===== config.mk =====
export PLATFORM = sky130hd
export DESIGN_NAME = sharedline_uart
export DESIGN_NICKNAME = d
export VERILOG_FILES = /design/src/rtl/sharedline_uart_pkg.sv /design/src/rtl/sharedline_uart_baud.sv /design/src/rtl/sharedline_uart_ctrl.sv /design/src/rtl/sharedline_uart_datapath.sv /design/src/rtl/sharedline_uart.sv
export SDC_FILE = /design/constraint.sdc
export NUM_CORES = 1
export LEC_CHECK = 0
export ABC_AREA = 0
export BUFFER_PORTS_ARGS = -buffer_cell sky130_fd_sc_hd__buf_4
export CAP_MARGIN = 20
export CORE_MARGIN = 4
export CORE_UTILIZATION = 58
export DETAILED_ROUTE_END_ITERATION = 6
export HOLD_SLACK_MARGIN = 0.08
export PLACE_DENSITY = 0.76
export SLEW_MARGIN = 20
export SYNTH_ARGS = -nofsm -noshare
export SYNTH_HDL_FRONTEND = slang
export SYNTH_HIERARCHICAL = 1
export SYNTH_SLANG_ARGS = --single-unit

===== constraint.sdc =====
create_clock -name clk -period 3.96 [get_ports clk]
set_clock_uncertainty 0.2 [all_clocks]
set_input_delay 0.396 -clock clk [delete_from_list [all_inputs] [get_ports clk]]
set_output_delay 0.396 -clock clk [all_outputs]
set_load 0.02 [all_outputs]

===== src/rtl/sharedline_uart_pkg.sv =====
package sharedline_uart_pkg;

  typedef enum logic {
    TX_IDLE,
    TX_SEND
  } txState_e;

  typedef enum logic [2:0] {
    RX_IDLE,
    RX_START,
    RX_BITS,
    RX_TAIL,
    RX_STOP
  } rxState_e;

  // strobes from the control to the datapath
  typedef struct packed {
    logic loadTx;     // buffer -> shift register
    logic shiftTx;    // advance to next frame bit
    logic txEnd;      // stop bit finished
    logic stopProbe;  // sample line at stop-bit mid
    logic rxSample;   // shift one received bit in
    logic rxCommit;   // frame complete
    logic nackDrive;  // pull the line low (parity refusal)
  } ctrlStrobe_t;

endpackage


===== src/rtl/sharedline_uart_baud.sv =====
module sharedline_uart_baud #(
  parameter int BRG_W = 8,
  parameter int OVS   = 16,
  parameter int DIV_B = 8,
  parameter int DIV_C = 32
) (
  input  logic             clk,
  input  logic             rst_n,
  input  logic [1:0]       divSel,
  input  logic [BRG_W-1:0] baudN,
  output logic             subTick,
  output logic             midTick,
  output logic             bitTick
);
  localparam int PRE_W = $clog2(DIV_C);
  localparam int OVS_W = $clog2(OVS);
  localparam int MID   = OVS / 2;

  logic [PRE_W-1:0] preCnt;
  logic [PRE_W-1:0] preLimit;
  logic             srcTick;
  logic [BRG_W-1:0] brgCnt;
  logic [OVS_W-1:0] ovsCnt;

  always_comb begin
    unique case (divSel)
      2'd0:    preLimit = '0;
      2'd1:    preLimit = PRE_W'(DIV_B - 1);
      default: preLimit = PRE_W'(DIV_C - 1);
    endcase
  end

  assign srcTick = (preCnt >= preLimit);

  always_ff @(posedge clk or negedge rst_n) begin
    if (!rst_n) begin
      preCnt <= '0;
    end else if (srcTick) begin
      preCnt <= '0;
    end else begin
      preCnt <= preCnt + 1'b1;
    end
  end

  always_ff @(posedge clk or negedge rst_n) begin
    if (!rst_n) begin
      brgCnt <= '0;
    end else if (srcTick) begin
      if (brgCnt == '0) brgCnt <= baudN;
      else              brgCnt <= brgCnt - 1'b1;
    end
  end

  assign subTick = srcTick && (brgCnt == '0);

  always_ff @(posedge clk or negedge rst_n) begin
    if (!rst_n) begin
      ovsCnt <= '0;
    end else if (subTick) begin
      if (ovsCnt == OVS_W'(OVS - 1)) ovsCnt <= '0;
      else                           ovsCnt <= ovsCnt + 1'b1;
    end
  end

  assign bitTick = subTick && (ovsCnt == OVS_W'(OVS - 1));
  assign midTick = subTick && (ovsCnt == OVS_W'(MID - 1));

endmodule


===== src/rtl/sharedline_uart_ctrl.sv =====
module sharedline_uart_ctrl
  import sharedline_uart_pkg::*;
#(
  parameter int DATA_W = 8,
  parameter int OVS    = 16
) (
  input  logic        clk,
  input  logic        rst_n,
  input  logic        subTick,
  input  logic        midTick,
  input  logic        bitTick,
  input  logic        txEnable,
  input  logic        rxEnable,
  input  logic        txBufFull,
  input  logic        lineSync,
  input  logic        lineFall,
  input  logic        parityBad,
  output ctrlStrobe_t stb,
  output logic        txBusy
);
  localparam int FRAME_BITS = DATA_W + 3;
  localparam int BIT_W      = $clog2(FRAME_BITS);
  localparam int OVS_W      = $clog2(OVS);
  localparam int MID        = OVS / 2;

  txState_e         txState;
  logic [BIT_W-1:0] txIdx;
  rxState_e         rxState;
  logic [BIT_W-1:0] rxIdx;
  logic [OVS_W-1:0] rxSub;
  logic             rxMid;
  logic             rxWrap;
  logic             txLast;

  assign txLast = (txIdx == BIT_W'(FRAME_BITS - 1));
  assign rxMid  = subTick && (rxSub == OVS_W'(MID - 1));
  assign rxWrap = subTick && (rxSub == OVS_W'(OVS - 1));
  assign txBusy = (txState == TX_SEND);

  // strobe decode
  always_comb begin
    stb = '0;
    unique case (txState)
      TX_IDLE: begin
        if (bitTick && txEnable && txBufFull) stb.loadTx = 1'b1;
      end
      TX_SEND: begin
        if (bitTick) begin
          if (txLast) begin
            stb.txEnd = 1'b1;
            if (txEnable && txBufFull) stb.loadTx = 1'b1;
          end else begin
            stb.shiftTx = 1'b1;
          end
        end
        if (midTick && txLast) stb.stopProbe = 1'b1;
      end
      default: ;
    endcase

    unique case (rxState)
      RX_BITS:  stb.rxSample  = rxMid;
      RX_STOP: begin
        stb.nackDrive = parityBad;
        stb.rxCommit  = rxWrap;
      end
      default: ;
    endcase
  end

  // transmit sequencing
  always_ff @(posedge clk or negedge rst_n) begin
    if (!rst_n) begin
      txState <= TX_IDLE;
      txIdx   <= '0;
    end else begin
      unique case (txState)
        TX_IDLE: begin
          if (stb.loadTx) begin
            txState <= TX_SEND;
            txIdx   <= '0;
          end
        end
        TX_SEND: begin
          if (bitTick) begin
            if (txLast) begin
              txIdx <= '0;
              if (!stb.loadTx) txState <= TX_IDLE;
            end else begin
              txIdx <= txIdx + 1'b1;
            end
          end
        end
        default: txState <= TX_IDLE;
      endcase
    end
  end

  // receive sequencing
  always_ff @(posedge clk or negedge rst_n) begin
    if (!rst_n) begin
      rxState <= RX_IDLE;
      rxIdx   <= '0;
      rxSub   <= '0;
    end else begin
      if (rxState != RX_IDLE && subTick) begin
        if (rxSub == OVS_W'(OVS - 1)) rxSub <= '0;
        else                          rxSub <= rxSub + 1'b1;
      end
      unique case (rxState)
        RX_IDLE: begin
          if (rxEnable && lineFall) begin
            rxState <= RX_START;
            rxSub   <= '0;
          end
        end
        RX_START: begin
          if (rxMid) begin
            if (lineSync) rxState <= RX_IDLE;
            else begin
              rxState <= RX_BITS;
              rxIdx   <= '0;
            end
          end
        end
        RX_BITS: begin
          if (rxMid) begin
            if (rxIdx == BIT_W'(DATA_W)) rxState <= RX_TAIL;
            else                         rxIdx   <= rxIdx + 1'b1;
          end
        end
        RX_TAIL: begin
          if (rxWrap) rxState <= RX_STOP;
        end
        RX_STOP: begin
          if (rxWrap) rxState <= RX_IDLE;
        end
        default: rxState <= RX_IDLE;
      endcase
    end
  end

endmodule


===== src/rtl/sharedline_uart_datapath.sv =====
module sharedline_uart_datapath
  import sharedline_uart_pkg::*;
#(
  parameter int DATA_W = 8
) (
  input  logic              clk,
  input  logic              rst_n,
  input  ctrlStrobe_t       stb,
  input  logic              wrStrobe,
  input  logic [DATA_W-1:0] wrData,
  input  logic              rdStrobe,
  input  logic              nackClr,
  input  logic              irqTxClr,
  input  logic              irqRxClr,
  input  logic              intCauseSel,
  input  logic              lineIn,
  output logic [DATA_W-1:0] rdData,
  output logic              txBufFull,
  output logic              lineSync,
  output logic              lineFall,
  output logic              parityBad,
  output logic              lineOut,
  output logic              rxFull,
  output logic              parityErr,
  output logic              nackSeen,
  output logic              irqTx,
  output logic              irqRx
);
  localparam int FRAME_BITS = DATA_W + 3;

  logic [DATA_W-1:0]     txBuf;
  logic [FRAME_BITS-1:0] txShift;
  logic [DATA_W:0]       rxShift;
  logic                  lineMeta;
  logic                  linePrev;
  logic                  txIrqSet;

  // line synchroniser and edge detect
  always_ff @(posedge clk or negedge rst_n) begin
    if (!rst_n) begin
      lineMeta <= 1'b1;
      lineSync <= 1'b1;
      linePrev <= 1'b1;
    end else begin
      lineMeta <= lineIn;
      lineSync <= lineMeta;
      linePrev <= lineSync;
    end
  end
  assign lineFall = linePrev & ~lineSync;

  // transmit buffer
  always_ff @(posedge clk or negedge rst_n) begin
    if (!rst_n) begin
      txBuf     <= '0;
      txBufFull <= 1'b0;
    end else if (wrStrobe) begin
      txBuf     <= wrData;
      txBufFull <= 1'b1;
    end else if (stb.loadTx) begin
      txBufFull <= 1'b0;
    end
  end

  // frame shift register, LSB leaves first
  always_ff @(posedge clk or negedge rst_n) begin
    if (!rst_n) begin
      txShift <= '1;
    end else if (stb.loadTx) begin
      txShift <= {1'b1, ^txBuf, txBuf, 1'b0};
    end else if (stb.shiftTx) begin
      txShift <= {1'b1, txShift[FRAME_BITS-1:1]};
    end else if (stb.txEnd) begin
      txShift <= '1;
    end
  end

  always_ff @(posedge clk or negedge rst_n) begin
    if (!rst_n) lineOut <= 1'b1;
    else        lineOut <= txShift[0] & ~stb.nackDrive;
  end

  // refusal detection on own stop bit
  always_ff @(posedge clk or negedge rst_n) begin
    if (!rst_n)                          nackSeen <= 1'b0;
    else if (stb.stopProbe && !lineSync) nackSeen <= 1'b1;
    else if (nackClr)                    nackSeen <= 1'b0;
  end

  // receive shift and buffer
  always_ff @(posedge clk or negedge rst_n) begin
    if (!rst_n) begin
      rxShift <= '0;
    end else if (stb.rxSample) begin
      rxShift <= {lineSync, rxShift[DATA_W:1]};
    end
  end
  assign parityBad = ^rxShift;

  always_ff @(posedge clk or negedge rst_n) begin
    if (!rst_n) begin
      rdData    <= '0;
      rxFull    <= 1'b0;
      parityErr <= 1'b0;
    end else if (stb.rxCommit) begin
      rdData    <= rxShift[DATA_W-1:0];
      rxFull    <= 1'b1;
      parityErr <= parityBad;
    end else if (rdStrobe) begin
      rxFull    <= 1'b0;
    end
  end

  // interrupt requests
  assign txIrqSet = intCauseSel ? (stb.txEnd && !stb.loadTx) : stb.loadTx;

  always_ff @(posedge clk or negedge rst_n) begin
    if (!rst_n) begin
      irqTx <= 1'b0;
      irqRx <= 1'b0;
    end else begin
      if (txIrqSet)      irqTx <= 1'b1;
      else if (irqTxClr) irqTx <= 1'b0;
      if (stb.rxCommit)  irqRx <= 1'b1;
      else if (irqRxClr) irqRx <= 1'b0;
    end
  end

endmodule


===== src/rtl/sharedline_uart.sv =====
module sharedline_uart
  import sharedline_uart_pkg::*;
#(
  parameter int DATA_W = 8,
  parameter int BRG_W  = 8,
  parameter int OVS    = 16
) (
  input  logic              clk,
  input  logic              rst_n,
  input  logic [1:0]        divSel,
  input  logic [BRG_W-1:0]  baudN,
  input  logic              txEnable,
  input  logic              rxEnable,
  input  logic              intCauseSel,
  input  logic              wrStrobe,
  input  logic [DATA_W-1:0] wrData,
  input  logic              rdStrobe,
  output logic [DATA_W-1:0] rdData,
  input  logic              nackClr,
  input  logic              irqTxClr,
  input  logic              irqRxClr,
  input  logic              lineIn,
  output logic              lineOut,
  output logic              txBufEmpty,
  output logic              txRegEmpty,
  output logic              rxFull,
  output logic              parityErr,
  output logic              nackSeen,
  output logic              irqTx,
  output logic              irqRx
);
  logic        subTick;
  logic        midTick;
  logic        bitTick;
  logic        txBufFull;
  logic        lineSync;
  logic        lineFall;
  logic        parityBad;
  logic        txBusy;
  ctrlStrobe_t stb;

  sharedline_uart_baud #(.BRG_W(BRG_W), .OVS(OVS)) baud_i (
    .clk, .rst_n, .divSel, .baudN,
    .subTick, .midTick, .bitTick
  );

  sharedline_uart_ctrl #(.DATA_W(DATA_W), .OVS(OVS)) ctrl_i (
    .clk, .rst_n, .subTick, .midTick, .bitTick,
    .txEnable, .rxEnable, .txBufFull, .lineSync, .lineFall, .parityBad,
    .stb, .txBusy
  );

  sharedline_uart_datapath #(.DATA_W(DATA_W)) dp_i (
    .clk, .rst_n, .stb, .wrStrobe, .wrData, .rdStrobe, .nackClr,
    .irqTxClr, .irqRxClr, .intCauseSel, .lineIn,
    .rdData, .txBufFull, .lineSync, .lineFall, .parityBad, .lineOut,
    .rxFull, .parityErr, .nackSeen, .irqTx, .irqRx
  );

  assign txBufEmpty = ~txBufFull;
  assign txRegEmpty = ~txBusy;

endmodule


* After elaboration in Yosys (flattened, before gate mapping)
Cells that the tools add are included.
Storage, ports and cells: register bits after elaboration 79, bits of input ports 29
Operators by class: bitwise logic cells 6, equal/unequal tests 21, reduce and logical (&&, ||, !) cells 31, multiplexer cells 54, $add $sub $neg 6, order comparisons 1
Operator list (count):
- two-way mux 4 bit | 12
- two-way mux 11 bit | 3
- two-way mux 3 bit | 8
- two-way mux 1 bit | 21
- adder 4 x 1 -> 4 bit, second input constant | 4
- equality test 4 bit, second input constant | 4
- inequality test 2 x 1 -> 1 bit, second input constant | 8
- one-hot mux 4 bit (2 select lines) | 2
- one-hot mux 3 bit (5 select lines) | 1
- logical AND 1 bit | 13
- nonzero test 2 bit | 6
- one-hot mux 5 bit (2 select lines) | 1
- XOR reduction 9 bit | 1
- equality test 4 x 3 -> 1 bit, second input constant | 2
- logical NOT 8 bit | 1
- two-way mux 8 bit | 1
- XOR reduction 8 bit | 1
- subtractor 8 x 1 -> 8 bit, second input constant | 1
- equality test 3 x 2 -> 1 bit, second input constant | 2
- AND reduction 6 bit | 1
- nonzero test 3 bit | 2
- adder 5 x 1 -> 5 bit, second input constant | 1
- greater-or-equal comparator 5 bit | 1
- two-way mux 5 bit | 1
- 13 further kinds | 21

* Depth between registers and ports, before layout
Gate-level depths: netlist of run 1.
depth after elaboration 13, gate-level depth with buffers 15, depth with buffers taken out 14

* By module
Netlist of run 1, hierarchy kept.
Modules (own cells, without submodules):
- sharedline_uart_datapath | area an instance 1889.3 um^2, cells an instance 153, times used 1
- sharedline_uart_baud | area an instance 1032.2 um^2, cells an instance 112, times used 1
- sharedline_uart_ctrl | area an instance 958.4 um^2, cells an instance 105, times used 1
- sharedline_uart | area an instance 7.5 um^2, cells an instance 2, times used 1

* Worst setup path before layout of run 1
No wires, ideal clock.
kind reg2reg, start point register baud_i.brgCnt[0], end point register dp_i.rdData[0], setup time 125 ps, path buffers 2, data arrival time 3030 ps, slack 605 ps, period minus slack after synthesis 3355 ps, cell stages (with the launch flop) 13, cell sequence dfrtp_1 > inv_1 > ha_1 > or4b_1 > buf_2 > nor4_4 > nand2_1 > inv_1 > and3_1 > nand2_1 > nor4_1 > clkbuf_1 > mux2_2
RTL lines:
- start: declaration | RTL line sharedline_uart_baud.sv:22 | logic [BRG_W-1:0] brgCnt;
- start signal: assignment | RTL line sharedline_uart_baud.sv:49 | if (brgCnt == '0) brgCnt <= baudN;
- start signal: assignment | RTL line sharedline_uart_baud.sv:50 | else brgCnt <= brgCnt - 1'b1;
- end signal: assignment | RTL line sharedline_uart_datapath.sv:106 | rdData <= rxShift[DATA_W-1:0];
- end: declaration | RTL line sharedline_uart_datapath.sv:17 | output logic [DATA_W-1:0] rdData,

==> flow_metrics.env, run 1 <==
export IMPL_holdWs_ns=0.0888
export IMPL_core_area_um2=6420
export IMPL_rr_worst_depth=11
export IMPL_synth_nets=414
export IMPL_routed_wl_mm=7.14
export IMPL_synthTopCellsByArea="dfrtp_1 41%, dfstp_2 9.5%, mux2_2 8.4%"
export IMPL_tns_ns=0
export IMPL_yosys_warnings=6
export IMPL_cap_violations=0
export IMPL_grt_ovfl_total=0
export IMPL_fin_crit_ns=3.42
export IMPL_rrSetupSlack_ns=0.54
export IMPL_grt_pass1_vias=2784
export IMPL_clock_root_buffer="clkbuf_8"
export IMPL_synth_top_cell_by_area="dfrtp_1"
export IMPL_cts_buffers_inserted=9
export IMPL_die_h_um=89.9
export IMPL_fin_nets=470
export IMPL_rsz0062_at_grt="no"
export IMPL_drc=0
export IMPL_cp_start_kind="register"
export IMPL_cts_sinks=78
export IMPL_critPathMaxFanout=11
export IMPL_antenna_found_initial=0
export IMPL_avgSynthCellArea_um2=10.5
export IMPL_gp_congestion=0.850
export IMPL_postCtsSetupBuffers=0
export IMPL_layout_drive_gt1_share=0.270
export IMPL_dieArea_um2=8080
export IMPL_ir_drop_v=0.000312
export IMPL_vias_per_cell=5.52
export IMPL_grt_usage=0.194
export IMPL_vias=2815
export IMPL_worstSkewPairLatency_ns=0.35
export IMPL_finalHoldViolations=0
export IMPL_ys_seq_area_frac=0.507
export IMPL_setup_violations=0
export IMPL_synth_ff_type="dfrtp_1"
export IMPL_synth_edff_count=0
export IMPL_slew_viol_final=0
export IMPL_dieWidth_um=89.9
export IMPL_grt_pass1_wl_mm=12.9
export IMPL_syn_area_um2=3890
export IMPL_place_area_um2=4290
export IMPL_utilization=0.720
export IMPL_clock_fmax_ghz=0.292
export IMPL_place_hpwl_mm=4.96
export IMPL_crit_path_end_kind="register"
export IMPL_setup_ws_ns=0.537
export IMPL_hold_depth=2
export IMPL_clk_path_buf_depth=2
export IMPL_insertedDiodeCount=0
export IMPL_final_cell_area_um2=4630
export IMPL_hold_path_class="input pin to register"
export IMPL_pre_cts_ws_ns=0.540
export IMPL_fin_crit_sh=0.864
export IMPL_synthCells=372
export IMPL_cp_arrival_ns=3.46
export IMPL_crit_type="register to register"
export IMPL_power_density_nw_per_um2=441
export IMPL_synthTopCellsByCount="64 x dfrtp_1, 37 x nor2_1, 32 x nand2_1, 29 x mux2_2, 23 x a21oi_1"
export IMPL_h_tree_depth=3
export IMPL_drtPass1Iterations=4
export IMPL_grt_max_degree=79
export IMPL_cts_tree="built"
export IMPL_wire_per_inst_um=14.0
export IMPL_cp_required_ns=4.00
export IMPL_dr_first_iter_drc_count=132
export IMPL_yosysTopAreaCellShare=0.412
export IMPL_port_buffers=44
export IMPL_yosys_cell_count_top_type="dfrtp_1"
export IMPL_synthToLayoutAreaGrowth_pct=19.0
export IMPL_slew_headroom=0.363
export IMPL_worst_pin_slew_ns=0.956
export IMPL_row_count=29
export IMPL_antenna_left=0
export IMPL_cellLeakagePower_nw=2.16
export IMPL_start_util=0.605
export IMPL_ys_types=58
export IMPL_io_pins=45
export IMPL_status="complete, no violations"
export IMPL_clk_pin_slew_ns=0.09
export IMPL_synth_seq_cells=78
export IMPL_synthArstFlopShare=1.00
-- metrics by stage --
step | power, W | cells
2_1_floorplan | 0.00125 | 372
5_1_grt | 0.00217 | 510
3_3_place_gp | 0.00135 | 483
3_5_place_dp | 0.00137 | 483
6_report | 0.00204 | 510
4_1_cts | 0.00206 | 510
-- cells in the final DEF (no fill, tap or decap), types with 11 or more instances in the layout --
master	instances
o21ai_0	20
nand3_1	16
dlygate4sd3_1	11
nand2_1	32
dfstp_2	14
dfrtp_1	64
inv_1	20
a21oi_1	23
xnor2_1	13
mux2_2	29
nor2_1	37
ha_1	13
buf_4	49
-- report_power, final --
part / leakage (nW) / switching (W) / internal [W] / total (W)
combinational: 1.06 / 0.000187 / 0.000178 / 0.000366
clock: 0.112 / 0.000318 / 0.000365 / 0.000683
sequential: 0.979 / 0.000109 / 0.000884 / 0.000993
-- worst paths after layout --
kind / from / to
setup / recovery: baud_i/brgCnt[0] / dp_i/rdData[3]
hold / removal: irqTxClr / dp_i/irqTx
setup reg to reg: baud_i/brgCnt[0] / dp_i/rdData[3]
hold reg to reg: dp_i/lineMeta / dp_i/lineSync
max in group asynchronous: rst_n / dp_i/irqTx
min in group asynchronous: rst_n / ctrl_i/rxIdx[0]
-- worst max-delay path, stage by stage (launching register included) --
cell and delay, ns:
dfrtp_1 0.41, inv_1 0.11, ha_1 0.14, or4b_1 0.57, nor4_4 0.29, nand2_1 0.23
inv_1 0.20, and3_1 0.23, nand2_1 0.17, nor4_2 0.17, buf_4 0.24, mux2_2 0.36
-- repair_timing --
action / 4_1_cts / 5_1_grt
endpoints found under the hold margin: 74 / 0
setup endpoints to repair: 0 / 0
hold buffers: 11 / 0
resized for setup: 0 / 0
-- per-layer routing --
metal | track usage | vias up | part of all wire
li1 | - | 1414 | -
met1 | 0.268 | 1341 | 0.47
met2 | 0.302 | 50 | 0.47
met3 | 0.0401 | 10 | 0.038
met4 | 0.0791 | 0 | 0.016
met5 | 0 | - | 0
-- cell families (layout without fill, tap and decap cells) --
| logic type | after synthesis | in the layout | share of synthesized area |
|---|---|---|---|
| muxes | 32 | 32 | 0.0930 |
| AOI/OAI and AO/OA | 75 | 75 | 0.122 |
| and+or+nand+nor | 120 | 120 | 0.151 |
| buffers and inverters | 35 | 96 | 0.0377 |
| adders and majority gates | 13 | 13 | 0.0418 |
| xor gates and xnor gates | 19 | 19 | 0.0483 |
| DFF | 78 | 78 | 0.507 |
-- final cells by class --
cell class | instances | area, um^2
Clock buffer | 9 | 124
Clock inverter | 7 | 105
Fill cell | 475 | 1800
Inverter | 20 | 75.1
Multi-Input combinational cell | 259 | 1780
Sequential cell | 78 | 1970
Tap cell | 77 | 96.3
Timing Repair Buffer | 60 | 478
-- flip-flops by register name, summed over array words and instances (netlist names), 3 cells and up --
| register | cells |
|---|---|
| baud_i/brgCnt | 8 |
| baud_i/ovsCnt | 4 |
| baud_i/preCnt | 5 |
| ctrl_i/rxIdx | 4 |
| ctrl_i/rxState | 3 |
| ctrl_i/rxSub | 4 |
| ctrl_i/txIdx | 4 |
| dp_i/rdData | 8 |
| dp_i/rxShift | 9 |
| dp_i/txBuf | 8 |
| dp_i/txShift | 10 |
Power figures use the tool's default switching activity.
==> inputs of run 2 (changes only) <==
--- a/config.mk
+++ b/config.mk
@@ -5,14 +5,14 @@
 export SDC_FILE = /design/constraint.sdc
 export NUM_CORES = 1
 export LEC_CHECK = 0
-export ABC_AREA = 0
+export ABC_AREA = 1
 export BUFFER_PORTS_ARGS = -buffer_cell sky130_fd_sc_hd__buf_4
 export CAP_MARGIN = 20
 export CORE_MARGIN = 4
-export CORE_UTILIZATION = 58
+export CORE_UTILIZATION = 59
 export DETAILED_ROUTE_END_ITERATION = 6
 export HOLD_SLACK_MARGIN = 0.08
-export PLACE_DENSITY = 0.76
+export PLACE_DENSITY = 0.77
 export SLEW_MARGIN = 20
 export SYNTH_ARGS = -nofsm -noshare
 export SYNTH_HDL_FRONTEND = slang
==> flow_metrics.env, run 2 <==
export IMPL_power_density_nw_per_um2=523
export IMPL_hold_path_class="input pin to register"
export IMPL_fin_nets=634
export IMPL_place_hpwl_mm=5.81
export IMPL_grt_max_degree=79
export IMPL_worstSkewPairLatency_ns=0.35
export IMPL_vias=3529
export IMPL_crit_type="register to register"
export IMPL_cp_required_ns=4.01
export IMPL_synthCells=530
export IMPL_cp_common_cell="nand2_1"
export IMPL_largest_register="dp_i/txShift"
export IMPL_fin_crit_ns=3.54
export IMPL_cp_arrival_ns=3.58
export IMPL_largest_reg_flops=10
export IMPL_synth_top_cell_by_area="dfrtp_1"
export IMPL_yosysTopAreaCellShare=0.376
export IMPL_synthMuxAreaShare=0.0132
export IMPL_ys_seq_area_frac=0.462
export IMPL_routed_wl_mm=8.41
export IMPL_ir_drop_v=0.000312
export IMPL_syn_area_um2=4260
export IMPL_worst_pin_slew_ns=0.974
export IMPL_setup_ws_ns=0.423
export IMPL_vias_per_cell=5.09
export IMPL_clk_pin_slew_ns=0.08
export IMPL_synth_seq_cells=78
export IMPL_crit_path_end_kind="register"
export IMPL_insertedDiodeCount=0
export IMPL_gp_congestion=0.804
export IMPL_status="complete, no violations"
export IMPL_row_count=30
export IMPL_tns_ns=0
export IMPL_start_util=0.617
export IMPL_cellLeakagePower_nw=2.68
export IMPL_postCtsSetupBuffers=0
export IMPL_utilization=0.737
export IMPL_grt_pass1_wl_mm=14.6
export IMPL_finalHoldViolations=0
export IMPL_synthTopCellsByArea="dfrtp_1 38%, nand2_1 13%, dfstp_2 8.6%"
export IMPL_cap_violations=0
export IMPL_synthTopCellsByCount="147 x nand2_1, 73 x inv_1, 64 x dfrtp_1, 38 x nand3_1"
export IMPL_grt_pass1_vias=3336
export IMPL_dieWidth_um=93.0
export IMPL_synth_nets=572
export IMPL_synth_top_family_by_area="simple AND/OR/NAND/NOR gates"
export IMPL_hold_depth=2
export IMPL_synth_compound_area_frac=0.0867
export IMPL_drtPass1Iterations=4
export IMPL_yosys_cell_count_top_type="nand2_1"
export IMPL_synthToLayoutAreaGrowth_pct=19.5
export IMPL_final_cell_mix="147 x nand2_1, 73 x inv_1, 64 x dfrtp_1"
export IMPL_cts_tree="built"
export IMPL_synthAdderAreaFrac=0.0382
export IMPL_dp_cells=662
export IMPL_reg_top3="dp_i/txShift x10, dp_i/rxShift x9"
export IMPL_setup_violations=0
export IMPL_slew_headroom=0.350
export IMPL_dieArea_um2=8640
export IMPL_h_tree_depth=3
export IMPL_cp_cell_sequence="inv_1 -> ha_1 -> inv_1 -> nand2_1 -> nand2_1 -> nand3_1 -> nand2_1 -> nand2_1 -> nand2_2 -> nand2_4 -> nand2_1 -> nor2_1 -> nand3_1 -> a21oi_2 -> inv_1 -> nand3_1 -> o221ai_1 -> dlygate4sd3_1"
export IMPL_port_buffers=44
export IMPL_clock_fmax_ghz=0.283
export IMPL_grt_ovfl_total=0
export IMPL_synth_xor_area_frac=0.0350
export IMPL_rr_worst_depth=18
export IMPL_clk_path_buf_depth=2
export IMPL_crit_slowest_cell="dlygate4sd3_1"
export IMPL_io_pins=45
export IMPL_critPathMaxFanout=24
export IMPL_cts_buffers_inserted=9
export IMPL_clock_root_buffer="clkbuf_8"
export IMPL_pre_cts_ws_ns=0.304
export IMPL_antenna_left=0
export IMPL_final_common_cell="nand2_1"
export IMPL_antenna_found_initial=0
export IMPL_cts_sinks=78
export IMPL_wire_per_inst_um=12.1
export IMPL_final_instance_count_excl_fill=693
export IMPL_core_area_um2=6910
export IMPL_die_h_um=93.0
export IMPL_layout_drive_gt1_share=0.201
export IMPL_drc=0
export IMPL_synthArstFlopShare=1.00
export IMPL_ys_types=35
export IMPL_synth_edff_count=0
export IMPL_synth_simple_area_share=0.275
export IMPL_synth_ff_type="dfrtp_1"
export IMPL_slowest_delay_ns=0.56
export IMPL_avgSynthCellArea_um2=8.04
export IMPL_rsz0062_at_grt="no"
export IMPL_slew_viol_final=0
export IMPL_fin_crit_sh=0.893
export IMPL_grt_usage=0.210
export IMPL_yosys_warnings=6
export IMPL_cp_start_kind="register"
export IMPL_dr_first_iter_drc_count=95
run 2: cell types whose count changed in the layout (fill, tap and decap cells not counted), moves of 7 or more:
cell	before	now
nand2_4	0	7
o22ai_1	1	11
inv_2	0	8
nand2_2	0	8
xor2_1	4	11
xnor2_1	13	6
o21ai_0	20	34
a21oi_1	23	12
inv_1	20	73
nand3_1	16	38
mux2_2	29	5
nand2_1	32	147
run 2: per-layer routing:
layer,vias up,track usage,part of all wire
li1,1803,-,-
met1,1659,0.272,0.46
met2,63,0.348,0.49
met3,4,0.0569,0.038
met4,0,0.0586,0.0063
met5,-,0,0
run 2: critical path, delay by kind of cell (launching register included):
kind | cells | cell delay (ns)
buffers and inverters | 4 | 0.87
adders and majority gates | 1 | 0.27
DFF | 1 | 0.41
and+or+nand+nor | 11 | 1.32
AOI/OAI and AO/OA | 2 | 0.35
run 2: cells by family after synthesis:
kind of cell,count (synthesis)
multiplexers,5
buffers and inverters,92
AO/OA/AOI/OAI,68
adder cells (fa/ha/maj),13
flip-flops,78
XOR/XNOR,17
AND/OR/NAND/NOR,257
run 2: final timing paths:
| path | endpoint | slack [ns] | startpoint |
|---|---|---|---|
| max in group asynchronous | ctrl_i/rxState[2] | 2.39 | rst_n |
| max | dp_i/irqTx | 0.42 | baud_i/preCnt[0] |
| max reg2reg | dp_i/irqTx | 0.42 | baud_i/preCnt[0] |
| min reg2reg | dp_i/lineSync | 0.17 | dp_i/lineMeta |
| min in group asynchronous | dp_i/rxFull | 0.55 | rst_n |
| min | dp_i/txBufFull | 0.14 | wrStrobe |
run 2: final cells by class:
class,instances,area [um^2]
Sequential cell,78,1970
Multi-Input combinational cell,360,1910
Fill cell,557,1820
Timing Repair Buffer,60,488
Inverter,83,317
Clock inverter,7,160
Clock buffer,9,124
Tap cell,96,120
run 2: power by group:
group	total [W]	switching, W	internal, W
Combinational	0.000801	0.000491	0.000310
Sequential	0.00102	0.000121	0.000904
Clock	0.000838	0.000294	0.000544
Total	0.00266	0.000905	0.00176
run 2: metrics by stage:
stage	hold slack [ns]	instance area, um^2	total power [W]
2_1_floorplan	-0.0996	4260	0.00166
3_3_place_gp	0.146	4650	0.00179
3_5_place_dp	0.159	4650	0.00182
4_1_cts	0.120	5090	0.00268
5_1_grt	0.128	5090	0.00285
6_report	0.137	5090	0.00266
run 2: repair_timing:
item	in CTS	in global routing
gates resized for setup	0	1
setup endpoints to repair	0	1
hold buffers	15	0
hold endpoints to repair	77	0
